$ cat src/rtl/flash_seq_pkg.sv
package flash_seq_pkg;
  typedef enum logic [1:0] {
    OP_NONE = 2'b00,
    OP_PAGE = 2'b01,
    OP_MASS = 2'b10,
    OP_PROG = 2'b11
  } fl_op_e;

  localparam logic [7:0] KEY_PAGE  = 8'h55;
  localparam logic [7:0] KEY_MASS  = 8'hAA;
  localparam logic [7:0] KEY_CLOSE = 8'h00;

  localparam logic [1:0] RA_CMD  = 2'd0;
  localparam logic [1:0] RA_PAGE = 2'd1;
  localparam logic [1:0] RA_CTRL = 2'd2;
  localparam logic [1:0] RA_BANK = 2'd3;
endpackage

$ cat src/rtl/flash_seq_regs.sv
module flash_seq_regs
  import flash_seq_pkg::*;
#(
  parameter int PG_FIELD_W = 6,
  parameter int BANK_W     = 3,
  parameter int PAGE_W     = 7
) (
  input  logic              clk,
  input  logic              rst_n,
  input  logic              wr_en,
  input  logic [1:0]        wr_addr,
  input  logic [7:0]        wr_data,
  input  logic              irq_en,
  input  logic              consume_page,
  input  logic              consume_mass,
  output logic              page_armed,
  output logic              mee,
  output logic              pwe,
  output logic [PAGE_W-1:0] page_num,
  output logic              cmd_wr,
  output logic [7:0]        cmd_val
);
  localparam int PG_LSB   = 8 - PG_FIELD_W;
  localparam int BANK_USE = PAGE_W - PG_FIELD_W;

  logic [PG_FIELD_W-1:0] pgf_q;
  logic [BANK_W-1:0]     bank_q;

  always_ff @(posedge clk) begin
    if (!rst_n) begin
      pgf_q      <= '0;
      bank_q     <= '0;
      page_armed <= 1'b0;
      mee        <= 1'b0;
      pwe        <= 1'b0;
    end else begin
      if (consume_page) page_armed <= 1'b0;
      if (consume_mass) mee        <= 1'b0;
      if (wr_en) begin
        case (wr_addr)
          RA_PAGE: begin
            pgf_q      <= wr_data[7:PG_LSB];
            page_armed <= 1'b1;
          end
          RA_CTRL: begin
            mee <= wr_data[1];
            if (!irq_en) pwe <= wr_data[0];
          end
          RA_BANK: bank_q <= wr_data[BANK_W-1:0];
          default: ;
        endcase
      end
    end
  end

  generate
    if (BANK_USE > 0) begin : g_bank
      assign page_num = {bank_q[BANK_USE-1:0], pgf_q};
    end else begin : g_nobank
      assign page_num = PAGE_W'(pgf_q);
    end
  endgenerate

  assign cmd_wr  = wr_en && (wr_addr == RA_CMD);
  assign cmd_val = wr_data;

  AST_PWE_LOCK: assert property (@(posedge clk) disable iff (!rst_n)
    (wr_en && wr_addr == RA_CTRL && irq_en) |=> $stable(pwe));
  AST_PAGE_ONESHOT: assert property (@(posedge clk) disable iff (!rst_n)
    consume_page |=> !page_armed);
  AST_MASS_ARMED: assert property (@(posedge clk) disable iff (!rst_n)
    consume_mass |-> mee);
endmodule

$ cat src/rtl/flash_seq_decode.sv
module flash_seq_decode
  import flash_seq_pkg::*;
(
  input  logic       cmd_wr,
  input  logic [7:0] cmd_val,
  input  logic       page_armed,
  input  logic       mee,
  input  logic       dbg_en,
  input  logic       busy,
  input  logic       erase_open,
  input  logic       mv_wr,
  input  logic       pwe,
  output logic       start_page,
  output logic       start_mass,
  output logic       start_prog,
  output logic       close_erase,
  output logic       ram_we
);
  logic may_erase;

  always_comb begin
    may_erase   = cmd_wr && !busy && !erase_open;
    start_page  = may_erase && (cmd_val == KEY_PAGE) && page_armed;
    start_mass  = may_erase && (cmd_val == KEY_MASS) && mee && dbg_en;
    close_erase = cmd_wr && !busy && erase_open && (cmd_val == KEY_CLOSE);
    start_prog  = mv_wr && pwe && !busy && !start_page && !start_mass;
    ram_we      = mv_wr && !pwe;
  end
endmodule

$ cat src/rtl/flash_seq_req.sv
module flash_seq_req
  import flash_seq_pkg::*;
#(
  parameter int ADDR_W = 16,
  parameter int PAGE_W = 7
) (
  input  logic              clk,
  input  logic              rst_n,
  input  logic              start_page,
  input  logic              start_mass,
  input  logic              start_prog,
  input  logic              close_erase,
  input  logic [PAGE_W-1:0] page_num,
  input  logic [ADDR_W-1:0] mv_addr,
  input  logic [7:0]        mv_data,
  input  logic              ready,
  input  logic              done,
  output logic              valid,
  output fl_op_e            op,
  output logic [ADDR_W-1:0] addr,
  output logic [7:0]        data,
  output logic              busy,
  output logic              erase_open
);
  typedef enum logic [1:0] {ST_IDLE, ST_REQ, ST_WAIT} st_e;
  st_e st_q;

  always_ff @(posedge clk) begin
    if (!rst_n) begin
      st_q       <= ST_IDLE;
      op         <= OP_NONE;
      addr       <= '0;
      data       <= '0;
      erase_open <= 1'b0;
    end else begin
      case (st_q)
        ST_IDLE: begin
          if (start_page) begin
            op         <= OP_PAGE;
            addr       <= ADDR_W'(page_num);
            data       <= '0;
            erase_open <= 1'b1;
            st_q       <= ST_REQ;
          end else if (start_mass) begin
            op         <= OP_MASS;
            addr       <= '0;
            data       <= '0;
            erase_open <= 1'b1;
            st_q       <= ST_REQ;
          end else if (start_prog) begin
            op   <= OP_PROG;
            addr <= mv_addr;
            data <= mv_data;
            st_q <= ST_REQ;
          end else if (close_erase) begin
            erase_open <= 1'b0;
          end
        end
        ST_REQ:  if (ready) st_q <= ST_WAIT;
        ST_WAIT: if (done)  st_q <= ST_IDLE;
        default: st_q <= ST_IDLE;
      endcase
    end
  end

  assign valid = (st_q == ST_REQ);
  assign busy  = (st_q != ST_IDLE);

  AST_REQ_HOLD: assert property (@(posedge clk) disable iff (!rst_n)
    (valid && !ready) |=> (valid && $stable(op) && $stable(addr) && $stable(data)));
  AST_NO_START_BUSY: assert property (@(posedge clk) disable iff (!rst_n)
    busy |-> !(start_page || start_mass || start_prog));
  AST_OPEN_HOLD: assert property (@(posedge clk) disable iff (!rst_n)
    (erase_open && !close_erase) |=> erase_open);
endmodule

$ cat src/rtl/flash_seq_top.sv
module flash_seq_top
  import flash_seq_pkg::*;
#(
  parameter int ADDR_W     = 16,
  parameter int PG_FIELD_W = 6,
  parameter int BANK_W     = 3,
  parameter int PAGE_W     = 7
) (
  input  logic              clk,
  input  logic              rst_n,
  input  logic              reg_wr_en,
  input  logic [1:0]        reg_addr,
  input  logic [7:0]        reg_wdata,
  input  logic              dbg_en,
  input  logic              irq_en,
  input  logic              mv_wr_en,
  input  logic [ADDR_W-1:0] mv_addr,
  input  logic [7:0]        mv_data,
  output logic              ram_wr_en,
  output logic [ADDR_W-1:0] ram_addr,
  output logic [7:0]        ram_data,
  output logic              fl_req_valid,
  input  logic              fl_req_ready,
  output logic [1:0]        fl_req_op,
  output logic [ADDR_W-1:0] fl_req_addr,
  output logic [7:0]        fl_req_data,
  input  logic              fl_done,
  output logic              busy,
  output logic              erase_open,
  output logic              pwe
);
  logic              page_armed, mee, cmd_wr;
  logic [7:0]        cmd_val;
  logic [PAGE_W-1:0] page_num;
  logic              start_page, start_mass, start_prog, close_erase;
  fl_op_e            op_q;

  flash_seq_regs #(
    .PG_FIELD_W(PG_FIELD_W), .BANK_W(BANK_W), .PAGE_W(PAGE_W)
  ) u_regs (
    .clk(clk), .rst_n(rst_n),
    .wr_en(reg_wr_en), .wr_addr(reg_addr), .wr_data(reg_wdata),
    .irq_en(irq_en),
    .consume_page(start_page), .consume_mass(start_mass),
    .page_armed(page_armed), .mee(mee), .pwe(pwe),
    .page_num(page_num), .cmd_wr(cmd_wr), .cmd_val(cmd_val)
  );

  flash_seq_decode u_dec (
    .cmd_wr(cmd_wr), .cmd_val(cmd_val),
    .page_armed(page_armed), .mee(mee), .dbg_en(dbg_en),
    .busy(busy), .erase_open(erase_open),
    .mv_wr(mv_wr_en), .pwe(pwe),
    .start_page(start_page), .start_mass(start_mass),
    .start_prog(start_prog), .close_erase(close_erase),
    .ram_we(ram_wr_en)
  );

  flash_seq_req #(.ADDR_W(ADDR_W), .PAGE_W(PAGE_W)) u_req (
    .clk(clk), .rst_n(rst_n),
    .start_page(start_page), .start_mass(start_mass),
    .start_prog(start_prog), .close_erase(close_erase),
    .page_num(page_num), .mv_addr(mv_addr), .mv_data(mv_data),
    .ready(fl_req_ready), .done(fl_done),
    .valid(fl_req_valid), .op(op_q), .addr(fl_req_addr), .data(fl_req_data),
    .busy(busy), .erase_open(erase_open)
  );

  assign fl_req_op = op_q;
  assign ram_addr  = mv_addr;
  assign ram_data  = mv_data;

  AST_SINGLE_START: assert property (@(posedge clk) disable iff (!rst_n)
    $onehot0({start_page, start_mass, start_prog}));
  AST_MASS_DEBUG: assert property (@(posedge clk) disable iff (!rst_n)
    (fl_req_valid && fl_req_op == 2'b10) |-> erase_open);
  AST_RAM_EXCLUSIVE: assert property (@(posedge clk) disable iff (!rst_n)
    ram_wr_en |-> !start_prog);
endmodule

$ cat config.mk
export PLATFORM = sky130hd
export DESIGN_NAME = flash_seq_top
export DESIGN_NICKNAME = d
export VERILOG_FILES = /design/src/rtl/flash_seq_pkg.sv /design/src/rtl/flash_seq_regs.sv /design/src/rtl/flash_seq_decode.sv /design/src/rtl/flash_seq_req.sv /design/src/rtl/flash_seq_top.sv
export SDC_FILE = /design/constraint.sdc
export NUM_CORES = 1
export LEC_CHECK = 0
export CAP_MARGIN = 25
export CORE_MARGIN = 1
export CORE_UTILIZATION = 40
export CTS_CLUSTER_SIZE = 16
export DETAILED_ROUTE_END_ITERATION = 7
export GPL_ROUTABILITY_DRIVEN = 0
export PLACE_DENSITY = 0.8
export SETUP_SLACK_MARGIN = 0.2
export SLEW_MARGIN = 20
export SYNTH_ARGS = -nofsm -noshare
export SYNTH_HDL_FRONTEND = slang
export SYNTH_SLANG_ARGS = --single-unit
export TNS_END_PERCENT = 30
$ cat constraint.sdc
create_clock -name clk -period 3.1 [get_ports clk]
set_input_delay 0.31 -clock clk [delete_from_list [all_inputs] [get_ports clk]]
set_output_delay 0.31 -clock clk [all_outputs]
set_load 0.02 [all_outputs]
==> flow_summary.json <==
{
  "dieArea_mm2": 0.00507,
  "cts.sinks": 39,
  "cts-buffers-inserted": 5,
  "pin_count_of_the_biggest_net_entering_global_routing": 24,
  "required_worst_endpoint_ns": 3.26,
  "drtAntennaViolNets": 0,
  "timing.final.crit_share_pct": 67.8,
  "worstRegToRegCells": 6,
  "finClkSkew_ns": 0.00489,
  "syn-instance-count": 219,
  "grt_setup_unrepaired": "no",
  "finish.cell_count_without_fillers": 345,
  "status": "complete, but fails checks",
  "vias": 1727,
  "number_of_hold_slack_violations_in_the_final_timing_report": 0,
  "route.detailed.drc": 8,
  "drt_pass1_iterations": 8,
  "dpl.hpwl_mm": 3.56,
  "postLayoutSetupSlackWorst_ns": 0.998,
  "grt_antenna_before_repair": 0,
  "worst_setup_path_end_kind": "flop",
  "die_height_um": 71.2,
  "synthDominantAreaCellType": "dfxtp_1",
  "crit_path_top_delay_cell": "clkdlybuf4s50_1",
  "maxClockFrequency_mhz": 476,
  "synth.avg_cell_area_um2": 8.74,
  "synthToLayoutAreaGrowth_pct": 46.4,
  "routed_wl_mm": 4.66,
  "resized_gates_after_cts": 0,
  "synth_fp_nets": 261,
  "cts_hold_buf": 0,
  "ys_seq_elements": 39,
  "die-width_um": 71.2,
  "n_antenna_cell": 0,
  "grt_util_all_layers_pct": 19.1,
  "timing.hold.worst_path_depth": 2,
  "path_max_fanout": 17,
  "critical_path.reg2reg.endpoint": "u_req.data[4]$_SDFFE_PN0P_",
  "port_buffers": 96,
  "clock_insertion_delay_worst_skew_ns": 0.28,
  "total_power_density_per_cell_area_mw_per_mm2": 360,
  "setup-violations-final": 0,
  "r2r_start": "u_req.st_q[1]$_SDFFE_PN0P_",
  "timing.critical_path.slowest_cell_delay_ns": 0.52,
  "final_critical_path_required_period_ns": 2.10,
  "synth-edff-count": 0,
  "placed_cells": 337,
  "core-area_mm2": 0.00447,
  "worst-slew-pin-transition_ns": 0.772,
  "violations": "DRC",
  "totalNegativeSetupSlack_ns": 0,
  "clock_pin_transition_on_the_worst_setup_and_hold_timing_paths_ns": 0.07,
  "first_global_vias": 1597,
  "worstPathCellList": "clkdlybuf4s50_1, or3b_4, nor3_4, o21ai_2, nand2_4, a21oi_1",
  "tritoncts_clock_tree": "done",
  "cp.arrival_ns": 2.27,
  "cts-root-buf": "clkbuf_8",
  "clock_path_buffers": 2,
  "post_route_cells_drive_above_1_share_pct": 9.22,
  "floorplan.io_pins": 97,
  "hold_path_class": "flop to flop",
  "ys_dominant_reg_cell": "dfxtp_1",
  "area_fraction_of_the_dominant_cell_type_after_synthesis_pct": 40.8,
  "synth_sequential_area_ratio_pct": 40.8,
  "routed_via_count_divided_by_cell_count": 5.01,
  "timing_worst_setup_path_type": "primary input to flop",
  "place_ws_ns": 0.707,
  "slew_violations": 0,
  "worstSetupStartpointType": "primary input",
  "ys_async_sr_fraction_pct": 0,
  "finalHoldWorstSlack_ns": 0.454,
  "synthesis.area_mm2": 0.00191,
  "number_of_h_tree_branching_levels": 2,
  "grt_overflow": 0,
  "routed_wire_length_per_instance_um": 13.5,
  "initial_standard_cell_utilization_of_the_core_pct": 42.8,
  "synth.top_cells.by_area": "dfxtp_1, buf_4, nand2_1, a21oi_2, o221a_1",
  "placement_rows": 24,
  "synth_cell_types": 34,
  "design.final.nets": 334,
  "peakVddDrop_mv": 0.274,
  "synth_warn": 0,
  "hold_start": "u_req.addr[14]$_SDFFE_PN0P_",
  "timing.slew.headroom_pct": 48.4,
  "initialDrtViolationCount": 63,
  "wire_length_of_the_first_global_routing_pass_mm": 7.55,
  "power.static_leakage_nw": 1.01,
  "worst_hold_path.endpoint": "u_req.addr[14]$_SDFFE_PN0P_",
  "internal_reg_to_reg_setup_slack_ns": 1.17,
  "postCtsSetupRepairBufs": 0,
  "drv_cap": 0
}
## power by group
group / leakage, nW / internal (mW) / total [mW] / switching [mW]
clock: 0.0422 / 0.158 / 0.322 / 0.164
combinational: 0.651 / 0.0967 / 0.174 / 0.0774
sequential: 0.315 / 0.509 / 0.514 / 0.00485
total: 1.01 / 0.763 / 1.01 / 0.246
## registers in the layout, indices dropped and copies added, names as in the netlist
| register | cells |
|---|---|
| u_req.addr | 16 |
| u_regs.pwe | 1 |
| u_req.erase_open | 1 |
| u_regs.bank_q | 1 |
| u_req.data | 8 |
| u_req.op | 2 |
| u_req.st_q | 2 |
| u_regs.page_armed | 1 |
| u_regs.mee | 1 |
| u_regs.pgf_q | 6 |
## metrics by stage
| step | power (mW) | utilization (%) | area [um2] |
|---|---|---|---|
| 6_report | 1.01 | 62.6 | 2800 |
| 5_1_grt | 1.05 | 62.6 | 2800 |
| 4_1_cts | 1.02 | 62.6 | 2800 |
| 3_5_place_dp | 0.699 | 60.8 | 2720 |
| 3_3_place_gp | 0.697 | 60.8 | 2720 |
| 2_1_floorplan | 0.614 | - | 1910 |
## critical path, delay by kind of cell
| kind | cells | cell delay, ns |
|---|---|---|
| buf+inv | 1 | 0.52 |
| compound gates | 2 | 0.28 |
| simple gates | 3 | 1.15 |
## synth_stat cells (2+ instances only)
master    instances
o21ai_0           9
nor3_4            2
nand3b_1          2
nand2_1          39
a21boi_0          4
dfxtp_1          39
a21oi_1           7
clkbuf_1          3
o221a_1           7
nor2_1           19
buf_4            25
buf_2             3
nand3_1          11
inv_1             2
a21oi_2          10
mux2i_1           7
nand2_4           2
nor2b_1          12
## worst max path at each step
stage / start / endpoint / cells after the start
after floorplan: reg_wdata[2] / u_req.addr[10]$_SDFFE_PN0P_ / 6
after global placement: reg_wr_en / u_req.data[6]$_SDFFE_PN0P_ / 6
after detailed placement: reg_wr_en / u_req.data[4]$_SDFFE_PN0P_ / 6
after CTS: reg_wr_en / u_req.data[7]$_SDFFE_PN0P_ / 6
after global routing: reg_wr_en / u_req.data[7]$_SDFFE_PN0P_ / 6
final: reg_wr_en / u_req.data[4]$_SDFFE_PN0P_ / 6
## cell usage in the layout (no fill, tap or decap), types with 2 or more instances in the layout
cell type,instances
clkdlybuf4s50_1,96
a21oi_1,7
nand2_4,2
nor2b_1,12
nor3_4,2
dfxtp_1,39
nand3b_1,2
buf_4,2
nor2_1,19
nand3_1,11
clkbuf_1,2
mux2i_1,7
clkbuf_8,5
inv_1,2
nand2_1,39
o21ai_0,9
a21oi_2,10
a21boi_0,4
o221a_1,7
## kinds of logic after synthesis
family                 Yosys count  share of synthesized area, %
AND/OR/NAND/NOR                 95                          25.7
AO/OA/AOI/OAI                   44                          17.3
flip-flops                      39                          40.8
buffers and inverters           34                          12.6
multiplexers                     7                          3.66
## layout make-up
| class | count | area (um2) |
|---|---|---|
| well taps | 52 | 65.1 |
| inverters | 2 | 7.51 |
| clock buffers | 7 | 76.3 |
| clock inverters | 1 | 5.00 |
| flip-flops and latches | 39 | 781 |
| repair buffers | 98 | 976 |
| multi-input cells | 146 | 892 |
| fillers | 396 | 1670 |
## per-layer routing
metal  global-route usage (%)  routed length (um)  vias to the layer above  part of all wire (%)
met5                        0                   0                        -                     0
met3                     3.42                 258                        7                   5.5
met2                     31.4                2240                       66                    48
li1                         -                   -                      876                     -
met1                     25.1                2100                      778                    45
met4                     6.67                  61                        0                   1.3
Power figures use the tool's default switching activity.
